## src/rtl/timer8.sv

```systemverilog
module timer8 #(
  parameter int DW  = 8,
  parameter int PSW = 10,
  parameter int AW  = 3
) (
  input  logic          clk,
  input  logic          rst_n,
  input  logic          bus_we,
  input  logic [AW-1:0] bus_addr,
  input  logic [DW-1:0] bus_wdata,
  output logic [DW-1:0] bus_rdata,
  input  logic          ack_ovf,
  input  logic          ack_cmp,
  output logic          irq_ovf,
  output logic          irq_cmp
);
  localparam logic [AW-1:0] A_CTRL = AW'(0);
  localparam logic [AW-1:0] A_CNT  = AW'(1);
  localparam logic [AW-1:0] A_CMP  = AW'(2);
  localparam logic [AW-1:0] A_MASK = AW'(3);
  localparam logic [AW-1:0] A_FLAG = AW'(4);
  localparam logic [DW-1:0] CNT_TOP = '1;

  logic [2:0]     sel;
  logic           ctc;
  logic [DW-1:0]  cnt, ocr;
  logic [1:0]     msk;
  logic           f_ovf, f_cmp, blk;
  logic [PSW-1:0] pre;
  logic           tick, match, wrap;

  function automatic logic [PSW-1:0] tap_mask(input logic [2:0] s);
    case (s)
      3'd2:    return PSW'(7);
      3'd3:    return PSW'(31);
      3'd4:    return PSW'(63);
      3'd5:    return PSW'(127);
      3'd6:    return PSW'(255);
      3'd7:    return PSW'(1023);
      default: return '0;
    endcase
  endfunction

  wire wr_ctrl = bus_we && (bus_addr == A_CTRL);
  wire wr_cnt  = bus_we && (bus_addr == A_CNT);
  wire wr_cmp  = bus_we && (bus_addr == A_CMP);
  wire wr_mask = bus_we && (bus_addr == A_MASK);
  wire wr_flag = bus_we && (bus_addr == A_FLAG);

  assign tick  = (sel != 3'd0) && ((pre & tap_mask(sel)) == tap_mask(sel));
  assign match = tick && !blk && !wr_cnt && (cnt == ocr);
  assign wrap  = tick && !wr_cnt && !(ctc && match) && (cnt == CNT_TOP);

  always_ff @(posedge clk) begin
    if (!rst_n)          pre <= '0;
    else if (sel == 3'd0) pre <= '0;
    else                 pre <= pre + 1'b1;
  end

  always_ff @(posedge clk) begin
    if (!rst_n) begin
      cnt <= '0;
      blk <= 1'b0;
    end else if (wr_cnt) begin
      cnt <= bus_wdata;
      blk <= 1'b1;
    end else if (tick) begin
      cnt <= (ctc && match) ? '0 : cnt + 1'b1;
      blk <= 1'b0;
    end
  end

  always_ff @(posedge clk) begin
    if (!rst_n) begin
      sel <= '0;
      ctc <= 1'b0;
      ocr <= '0;
      msk <= '0;
    end else begin
      if (wr_ctrl) begin
        sel <= bus_wdata[2:0];
        ctc <= bus_wdata[3];
      end
      if (wr_cmp)  ocr <= bus_wdata;
      if (wr_mask) msk <= bus_wdata[1:0];
    end
  end

  always_ff @(posedge clk) begin
    if (!rst_n) begin
      f_ovf <= 1'b0;
      f_cmp <= 1'b0;
    end else begin
      f_ovf <= wrap  | (f_ovf & ~(ack_ovf | (wr_flag & bus_wdata[0])));
      f_cmp <= match | (f_cmp & ~(ack_cmp | (wr_flag & bus_wdata[1])));
    end
  end

  assign irq_ovf = f_ovf & msk[0];
  assign irq_cmp = f_cmp & msk[1];

  always_comb begin
    case (bus_addr)
      A_CTRL:  bus_rdata = {{(DW-4){1'b0}}, ctc, sel};
      A_CNT:   bus_rdata = cnt;
      A_CMP:   bus_rdata = ocr;
      A_MASK:  bus_rdata = {{(DW-2){1'b0}}, msk};
      A_FLAG:  bus_rdata = {{(DW-2){1'b0}}, f_cmp, f_ovf};
      default: bus_rdata = '0;
    endcase
  end
endmodule

```

## config.mk

```make
export PLATFORM = sky130hd
export DESIGN_NAME = timer8
export DESIGN_NICKNAME = d
export VERILOG_FILES = /design/src/rtl/timer8.sv
export SDC_FILE = /design/constraint.sdc
export NUM_CORES = 1
export LEC_CHECK = 0
export BUFFER_PORTS_ARGS = -buffer_cell sky130_fd_sc_hd__buf_4
export CORE_MARGIN = 1
export CORE_UTILIZATION = 29
export DETAILED_ROUTE_END_ITERATION = 10
export MAX_ROUTING_LAYER = met4
export PLACE_DENSITY = 0.55
export SYNTH_ARGS = -nofsm -noshare
export SYNTH_HDL_FRONTEND = slang
export SYNTH_SLANG_ARGS = --single-unit
```

## constraint.sdc

```tcl
create_clock -name clk -period 3.12 [get_ports clk]
set_input_delay 0.312 -clock clk [delete_from_list [all_inputs] [get_ports clk]]
set_output_delay 0.312 -clock clk [all_outputs]
set_load 0.01 [all_outputs]
```

==> impl_results.md, run 1 <==
* Outcome: finished with violations
* Failing checks: design-rule violations
* Die area at 7200 um2
* Syn_area_per_cell at 8.69 um2
* Core Region at ~6500 um2
* Site Rows at 29
* Routed WL at a little under 5000 um
* Area leader, netlist: dfxtp_1
* Crit path kind: reg2reg
* Max clock buf depth at 2
* Worst-skew pair later-pin latency at 280 ps
* Total gr overflow at 0
* Final setup vio count at 0
* DR DRC count at 1
* Arr. time, crit path at 2040 ps
* Grt met1 use at 20.2%
* Largest net degree at the start of global routing at 29
* Max_cap viols at 0
* DRT iter0 DRCs at 77
* Layout Utilization at roughly a third
* Final setup margin at 1230 ps
* Htree depth at 2
* Clk root buf: clkbuf_8
* Yosys top cell area share at 35.2%
* Max FO, Critical Path at 9
* YS warnings at 0
* Final HPWL DP at 3410 um
* Placer Congestion at 0.797
* PortBufs at 25
* Met3 GRT Util at between 3 and 4%
* Period utilization at 60.7%
* Die H at roughly 85 um
* Initial antenna violation count at 0
* # IOs at 26
* Max VDD drop at 158 uV
* Nets at 268
* Hold buffer count at cts at 0
* Cell Area, Synth at 1990 um2
* Avg WL per Cell at 14.6 um
* Clock edge transition at the registers on the reported setup and hold paths at 70 ps
* CTS Buf Count at 5
* WP data required at 3270 ps
* Most frequent cells in the layout: dfxtp_1, nor2_1, buf_4, nor2b_1, mux2i_1
* Netlist cell types at 45
* RSZ-0062 raised after global routing: false
* Post-synth EDFFs at 0
* Ys flop type: dfxtp_1
* Async set-reset flop share out of synthesis at 0%
* Num Clock Sinks at 35
* Startpoint types: flop
* Cells after Synth at 229
* Top Usage Layer GRT: met2
* Antenna-violating nets left at 0
* Commonest non-fill, non-tap cell in the layout: dfxtp_1
* Diode count at 0
* Relative slew slack at 48.6%
* Syn nets at 247
* Layout cells sized above 1 at 18.3%
* Post-CTS Setup Inserts at 0
* CTS tree: yes
* Resize count post-CTS at 0
* Power Dens Cells at between 300 and 400 nW/um2
* Max Slew Vio Count at 0
* Synth-to-Final Area Change at 15.3%
* Initial Util at 30.6%
* P_leak at 0.000782 uW
* Met2 Usage GRT at 20.3%
* Synth area leaders: dfxtp_1, mux2i_1, nor2b_1, nor2_1, xnor2_1
* Dpl ws at roughly 1300 ps
* Number of global-route vias before repair at 1577
* Setup total negative slack at 0 ps
* Setup crit end kind: flop
* Drt pass-1 iters at 7
* Global-route wire length before repair at 7910 um
* Slew @ Worst Pin at 767 ps
* DIE WIDTH at 84.8 um
* Hold WS at 293 ps
* Vias/cell at 5.06
* Via count at approximately 1700
* Tmin final at 1890 ps
* Gr usage total at 14.6%
* Hold Crit Class: in2reg
* Final Hold Fails at 0
* Clk_skew at slightly above 9 ps
* Sequential area share after synthesis at 35.2%
* Register bit total from synthesis at 35
* Fmax at 528 MHz
* Total power draw at between 800 and 900 uW
per-stage QoR:
step / std cells / cell area [um2]
after floorplan: 229 / 1990
after global placement: 320 / 2210
final: 328 / 2290
after CTS: 328 / 2290
after global routing: 328 / 2290
after detailed placement: 320 / 2210
Yosys cell counts, types with 6 or more instances:
library cell / instances
a22oi_1: 8
o21ai_1: 7
o21ai_0: 8
nor2_1: 27
a21oi_1: 6
xnor2_1: 11
mux2i_1: 16
nand3b_1: 7
nand2_1: 11
nor2b_1: 19
nand3_1: 6
dfxtp_1: 35
layout make-up:
type / count / area [um2]
repair buffers: 25 / 188
clock buffers: 7 / 76.3
clock inverters: 1 / 5.00
well taps: 77 / 96.3
multi-input cells: 179 / 1210
inverters: 4 / 15.0
flip-flops and latches: 35 / 701
fillers: 672 / 4200
cells by family (layout without fill, tap and decap cells):
| family | after synthesis | count (layout) | share of synthesized area, % |
|---|---|---|---|
| and+or+nand+nor | 97 | 97 | 27.5 |
| AOI/OAI and AO/OA | 47 | 47 | 16.4 |
| DFF | 35 | 35 | 35.2 |
| muxes | 18 | 18 | 9.18 |
| xor gates and xnor gates | 15 | 15 | 6.60 |
| buffers and inverters | 15 | 37 | 3.84 |
| adders and majority gates | 2 | 2 | 1.26 |
worst paths after layout:
check | start | to | slack [ps] | cells after the start
setup reg to reg | cnt[1]$_SDFFE_PN0P_ | cnt[2]$_SDFFE_PN0P_ | 1230 | 6
hold / removal | bus_wdata[4] | ocr[4]$_SDFFE_PN0P_ | 290 | 3
setup / recovery | cnt[1]$_SDFFE_PN0P_ | cnt[2]$_SDFFE_PN0P_ | 1230 | 6
hold reg to reg | blk$_SDFFE_PN0P_ | blk$_SDFFE_PN0P_ | 470 | 2
critical path: stages (launching register included):
cell and delay (ps):
dfxtp_1 450, xnor2_1 160, nand3_1 170, nor4_4 560
nor3_4 170, nand3b_1 150, a31oi_1 90
flip-flops by register name, summed over array words and instances, names as in the netlist:
signal  cells
blk         1
cnt         8
ctc         1
f_cmp       1
f_ovf       1
msk         2
ocr         8
pre        10
sel         3
layer usage:
layer | vias to the layer above | share of wire, %
met5 | - | 0
met4 | 0 | 2.1
met3 | 8 | 4.4
met2 | 42 | 41
met1 | 763 | 52
li1 | 848 | -
report_power, final:
part	switching [uW]	internal, uW
sequential	13.6	456
clock	157	157
combinational	59.0	47.2
total	229	660
Power figures use the tool's default switching activity.
==> inputs of run 2 (changes only) <==
PLACE_DENSITY = 0.56   (was 0.55)
clock period = 1.7 ns   (was 3.12 ns; I/O delays follow)
==> impl_results.md, run 2 (synthesized netlist as in run 1, its figures left out) <==
* Outcome: finished with violations
* Failing checks: design-rule violations
* Tmin final at 1630 ps (-264 ps)
* Largest net degree at the start of global routing at 29 (unchanged)
* Clk_skew at 3.55 ps (-5.81 ps)
* Total gr overflow at 0 (unchanged)
* Initial antenna violation count at 0 (unchanged)
* PortBufs at 25 (unchanged)
* FF-to-FF End: cnt[1]$_SDFFE_PN0P_
* Placer Congestion at 0.819 (+2.8%)
* Max FFs per register at 10 (unchanged)
* Die area at 7200 um2 (unchanged)
* Core Region at 6490 um2 (unchanged)
* Biggest register: pre
* Final instance area at 2510 um2 (+9.4%)
* Synth-to-Final Area Change at 26.2%
* Final setup vio count at 0 (unchanged)
* Nets at 288 (+7.5%)
* Setup total negative slack at 0 ps (unchanged)
* Hold path endpoint: ocr[7]$_SDFFE_PN0P_
* CTS tree: yes
* Hold path depth at 3 (unchanged)
* Layout Utilization at 38.6% (+3.3 points)
* Startpoint types: flop
* Diode count at 0 (unchanged)
* Max Slew Vio Count at 0 (unchanged)
* Hold Startpoint: bus_wdata[7]
* # placed instances at 339 (+5.9%)
* Relative slew slack at 78.6% (+30 points)
* Fmax at 614 MHz (+16%)
* Hold Crit Class: in2reg
* R2r startpoint: ocr[7]$_SDFFE_PN0P_
* Crit path kind: reg2reg
* Max clock buf depth at 2 (unchanged)
* Global-route wire length before repair at 8050 um (+1.7%)
* Htree depth at 2 (unchanged)
* Avg WL per Cell at 13.9 um (-4.7%)
* Drt pass-1 iters at 9 (+2)
* Multi-input gate area at 1230 um2 (+1.9%)
* Hold buffer count at cts at 0 (unchanged)
* Max FO, Critical Path at 9 (unchanged)
* Period utilization at 95.9% (+35 points)
* Setup crit end kind: flop
* Num Clock Sinks at 35 (unchanged)
* P_leak at 0.000912 uW (+17%)
* CTS Buf Count at 5 (unchanged)
* WP data required at 1870 ps (-1400 ps)
* Arr. time, crit path at 1800 ps (-240 ps)
* Placed cell areas at 2350 um2 (+6.4%)
* Vias/cell at 4.99 (-1.4%)
* Layout cells sized above 1 at 28.8% (+10 points)
* Non-Filler Instances at 348 (+6.1%)
* Antenna-violating nets left at 0 (unchanged)
* Reg2reg path depth at 8 (+2)
* Clock edge transition at the registers on the reported setup and hold paths at 70 ps (about the same)
* Initial Util at 30.6% (unchanged)
* Final Hold Fails at 0 (unchanged)
* Power Dens Cells at 698 nW/um2 (+80%)
* Routed WL at 4850 um (+1.1%)
* Via count at 1737 (+4.6%)
* Worst-skew pair later-pin latency at 280 ps (about the same)
* Max VDD drop at 258 uV (+63%)
* Slew @ Worst Pin at 320 ps (-447 ps)
* R2R Setup Slk at 70 ps (-1160 ps)
* Final HPWL DP at 3520 um (+3.2%)
* Clk root buf: clkbuf_8
* Fillcell total at 670 (-0.30%)
* DIE WIDTH at 84.8 um (unchanged)
* Most frequent cells in the layout: buf_4, dfxtp_1, nor2_1, nor2b_1, mux2i_1
* Gr usage total at 14.9% (+0.37 points)
* Commonest non-fill, non-tap cell in the layout: buf_4
* DR DRC count at 3 (+2)
* Biggest regs: pre x10, cnt x8, ocr x8
* Total power draw at 1750 uW (+97%)
* DRT iter0 DRCs at 125 (+62%)
* Die H at 84.8 um (unchanged)
* Sequential cell area at 709 um2 (+1.2%)
* Max_cap viols at 0 (unchanged)
* Site Rows at 29 (unchanged)
* Number of global-route vias before repair at 1651 (+4.7%)
* # IOs at 26 (unchanged)
[run 2: layout make-up]
type | instances | share of cell area, %
Inverter | 4 | 0.598
Sequential cell | 35 | 28.3
Multi-Input combinational cell | 179 | 49.2
Timing Repair Buffer | 45 | 14.1
Clock buffer | 8 | 3.99
Tap cell | 77 | 3.84
[run 2: worst max path at each step]
stage | from | to | depth (start not counted)
after floorplan | sel[1]$_SDFFE_PN0P_ | cnt[7]$_SDFFE_PN0P_ | 8
after global placement | pre[0]$_SDFF_PP0_ | cnt[7]$_SDFFE_PN0P_ | 6
after detailed placement | pre[4]$_SDFF_PP0_ | cnt[7]$_SDFFE_PN0P_ | 6
after CTS | pre[4]$_SDFF_PP0_ | cnt[7]$_SDFFE_PN0P_ | 6
after global routing | cnt[5]$_SDFFE_PN0P_ | cnt[1]$_SDFFE_PN0P_ | 8
final | ocr[7]$_SDFFE_PN0P_ | cnt[1]$_SDFFE_PN0P_ | 8
[run 2: worst max-delay path: stages, from the launching register on]
cell and delay, ps:
dfxtp_1 340, xnor2_1 220, nand3_2 140, nor4_4 240
buf_6 170, nor3_4 50, buf_12 140, a22oi_2 140
a21oi_2 70
[run 2: where the power goes]
part / internal (uW) / switching [uW]
Clock: 370 / 290
Combinational: 113 / 121
Sequential: 839 / 18.4
Total: 1320 / 430
[run 2: routing by layer]
metal	up-vias	GRT usage, %	part of all wire (%)
li1	886	-	-
met1	817	19.5	51
met2	26	21.7	44
met3	8	3.79	3.4
met4	0	6.78	1.8
met5	-	-	0
[run 2: per-stage QoR]
step                      hold slack, ps  setup WS (ps)
after floorplan                      330            163
after global placement               437           57.9
after detailed placement             449           36.6
after CTS                            157           19.8
after global routing                 160          -12.3
final                                157           70.4
[run 2: timing repair]
item,4_1_cts,5_1_grt
hold endpoints to repair,0,0
endpoints found under the setup margin,0,10
resized for setup,0,12
setup buffers,0,1
==> inputs of run 3 (changes only) <==
PLACE_DENSITY = not set   (was 0.56)
==> impl_results.md, run 3 (synthesized netlist as in run 1, its figures left out) <==
* Final setup vio count at 0 (unchanged)
* Clk root buf: clkbuf_8
* Initial Util at 30.6% (unchanged)
* Total gr overflow at 0 (unchanged)
* Hold Crit Class: in2reg
* Slew @ Worst Pin at 370 ps (+50.1 ps)
* Hold path depth at 3 (unchanged)
* Antenna-violating nets left at 0 (unchanged)
* CTS tree: yes
* Gr usage total at 14.5% (-0.46 points)
* Synth-to-Final Area Change at 28.9%
* Global-route wire length before repair at 7840 um (-2.6%)
* R2r startpoint: ocr[1]$_SDFFE_PN0P_
* Drt pass-1 iters at 8 (-1)
* DRT iter0 DRCs at 103 (-18%)
* Worst-skew pair later-pin latency at 290 ps (about the same)
* Relative slew slack at 75.3% (-3.3 points)
* Hold Startpoint: bus_wdata[7]
* Die H at 84.8 um (unchanged)
* Fmax at 627 MHz (+2.2%)
* Sw Ratio at 22.5% (-2.1 points)
* Core Region at 6490 um2 (unchanged)
* Hold path endpoint: ocr[7]$_SDFFE_PN0P_
* Site Rows at 29 (unchanged)
* Tmin final at 1590 ps (-35.7 ps)
* Number of global-route vias before repair at 1632 (-1.2%)
* Max clock buf depth at 2 (unchanged)
* Biggest register: pre
* R2R Setup Slk at 110 ps (+40 ps)
* Final HPWL DP at 3430 um (-2.7%)
* Int Power at 1540 uW (+17%)
* Die area at 7200 um2 (unchanged)
* Biggest regs: pre x10, cnt x8, ocr x8
* Net switching power at 447 uW (+3.9%)
* Routed WL at 4750 um (-2.1%)
* Power Dens Cells at 775 nW/um2 (+11%)
* Placed cell areas at 2370 um2 (+0.53%)
* Setup crit end kind: flop
* Failing checks: design-rule violations
* # IOs at 26 (unchanged)
* P_leak at 0.000944 uW (+3.6%)
* DR DRC count at 4 (+1)
* Commonest non-fill, non-tap cell in the layout: buf_4
* Layout cells sized above 1 at 29.2% (+0.41 points)
* Clock power frac at 45.1% (+7.4 points)
* Max VDD drop at 334 uV (+30%)
* Final Hold Fails at 0 (unchanged)
* Max Slew Vio Count at 0 (unchanged)
* Num Clock Sinks at 35 (unchanged)
* Sequential group share of total power at 43.0% (-5.9 points)
* Diode count at 0 (unchanged)
* Avg WL per Cell at 13.5 um (-3.0%)
* Layout Utilization at 39.5% (+0.85 points)
* Final instance area at 2560 um2 (+2.2%)
* Max FO, Critical Path at 6 (-3)
* FF-to-FF End: cnt[1]$_SDFFE_PN0P_
* Max FFs per register at 10 (unchanged)
* Htree depth at 2 (unchanged)
* Initial antenna violation count at 0 (unchanged)
* Nets at 291 (+1.0%)
* Reg2reg path depth at 8 (unchanged)
* DIE WIDTH at 84.8 um (unchanged)
* Vias/cell at 4.89 (-2.1%)
* Fillcell total at 656 (-2.1%)
* Final setup margin at 106 ps (+35.7 ps)
* Outcome: finished with violations
* WP data required at 1880 ps (about the same)
* Via count at 1716 (-1.2%)
* Max_cap viols at 0 (unchanged)
* Most frequent cells in the layout: buf_4, nor2_1, dfxtp_1, nor2b_1, mux2i_1
* Clk_skew at 4.30 ps (+0.753 ps)
* Hold buffer count at cts at 0 (unchanged)
* Clock edge transition at the registers on the reported setup and hold paths at 70 ps (about the same)
* Period utilization at 93.8% (-2.1 points)
* Hold WS at 157 ps (+0.0150 ps)
* Largest net degree at the start of global routing at 29 (unchanged)
* Arr. time, crit path at 1770 ps (-30 ps)
* Startpoint types: flop
* CTS Buf Count at 5 (unchanged)
* PortBufs at 25 (unchanged)
* Dpl ws at 84.4 ps (+47.8 ps)
* Comb pwr share at 11.9% (-1.5 points)
* Crit path kind: reg2reg
* Placer Congestion at 0.849 (+3.7%)
[run 3: worst max-delay path by stage]
stage,from,to,slack (ps)
final,ocr[1]$_SDFFE_PN0P_,cnt[1]$_SDFFE_PN0P_,110
after global routing,cnt[2]$_SDFFE_PN0P_,cnt[1]$_SDFFE_PN0P_,-5
after CTS,pre[3]$_SDFF_PP0_,cnt[4]$_SDFFE_PN0P_,30
after detailed placement,pre[3]$_SDFF_PP0_,cnt[4]$_SDFFE_PN0P_,80
after global placement,cnt[3]$_SDFFE_PN0P_,cnt[4]$_SDFFE_PN0P_,100
after floorplan,sel[1]$_SDFFE_PN0P_,cnt[7]$_SDFFE_PN0P_,160
[run 3: area by class of cell]
type / instances / area [um2] / area share, %
multi-input combinational: 179 / 1220 / 47.6
tap: 77 / 96.3 / 3.76
inverter: 4 / 15.0 / 0.585
sequential: 35 / 711 / 27.7
clock inverter: 2 / 60.1 / 2.34
timing repair buffer: 48 / 389 / 15.2
clock buffer: 6 / 72.6 / 2.83
[run 3: power groups by stage]
stage | sequential, uW | combinational, uW | clock (uW)
floorplan | 872 | 136 | 0
global placement | 872 | 226 | 0
detailed placement | 873 | 227 | 0
CTS | 853 | 229 | 909
global route | 858 | 261 | 947
finish | 855 | 237 | 896
[run 3: what timing repair did]
item                       CTS  global route
resized for setup            0            11
setup endpoints to repair    0             9
setup buffers                0             4
hold endpoints to repair     0             0
[run 3: critical path, stage by stage, from the launching register on]
cell	delay [ps]
dfxtp_1	340
xnor2_1	200
nand3_2	130
nor4_4	240
buf_6	160
nor3_4	60
buf_4	160
a22oi_2	130
a21oi_2	70
[run 3: per-stage QoR]
step           power (uW)  setup TNS, ps  cells
6_report             1990              0    351
5_1_grt              2070          -5.50    351
4_1_cts              1990              0    347
3_5_place_dp         1100              0    339
3_3_place_gp         1100              0    339
2_1_floorplan        1010              0    229
[run 3: metal layers]
| metal | global-route usage [%] | up-vias | part of all wire [%] |
|---|---|---|---|
| met2 | 22.3 | 41 | 44 |
| met4 | 5.08 | 0 | 1.4 |
| li1 | - | 890 | - |
| met5 | - | - | 0 |
| met3 | 3.31 | 6 | 5.1 |
| met1 | 18.6 | 779 | 49 |
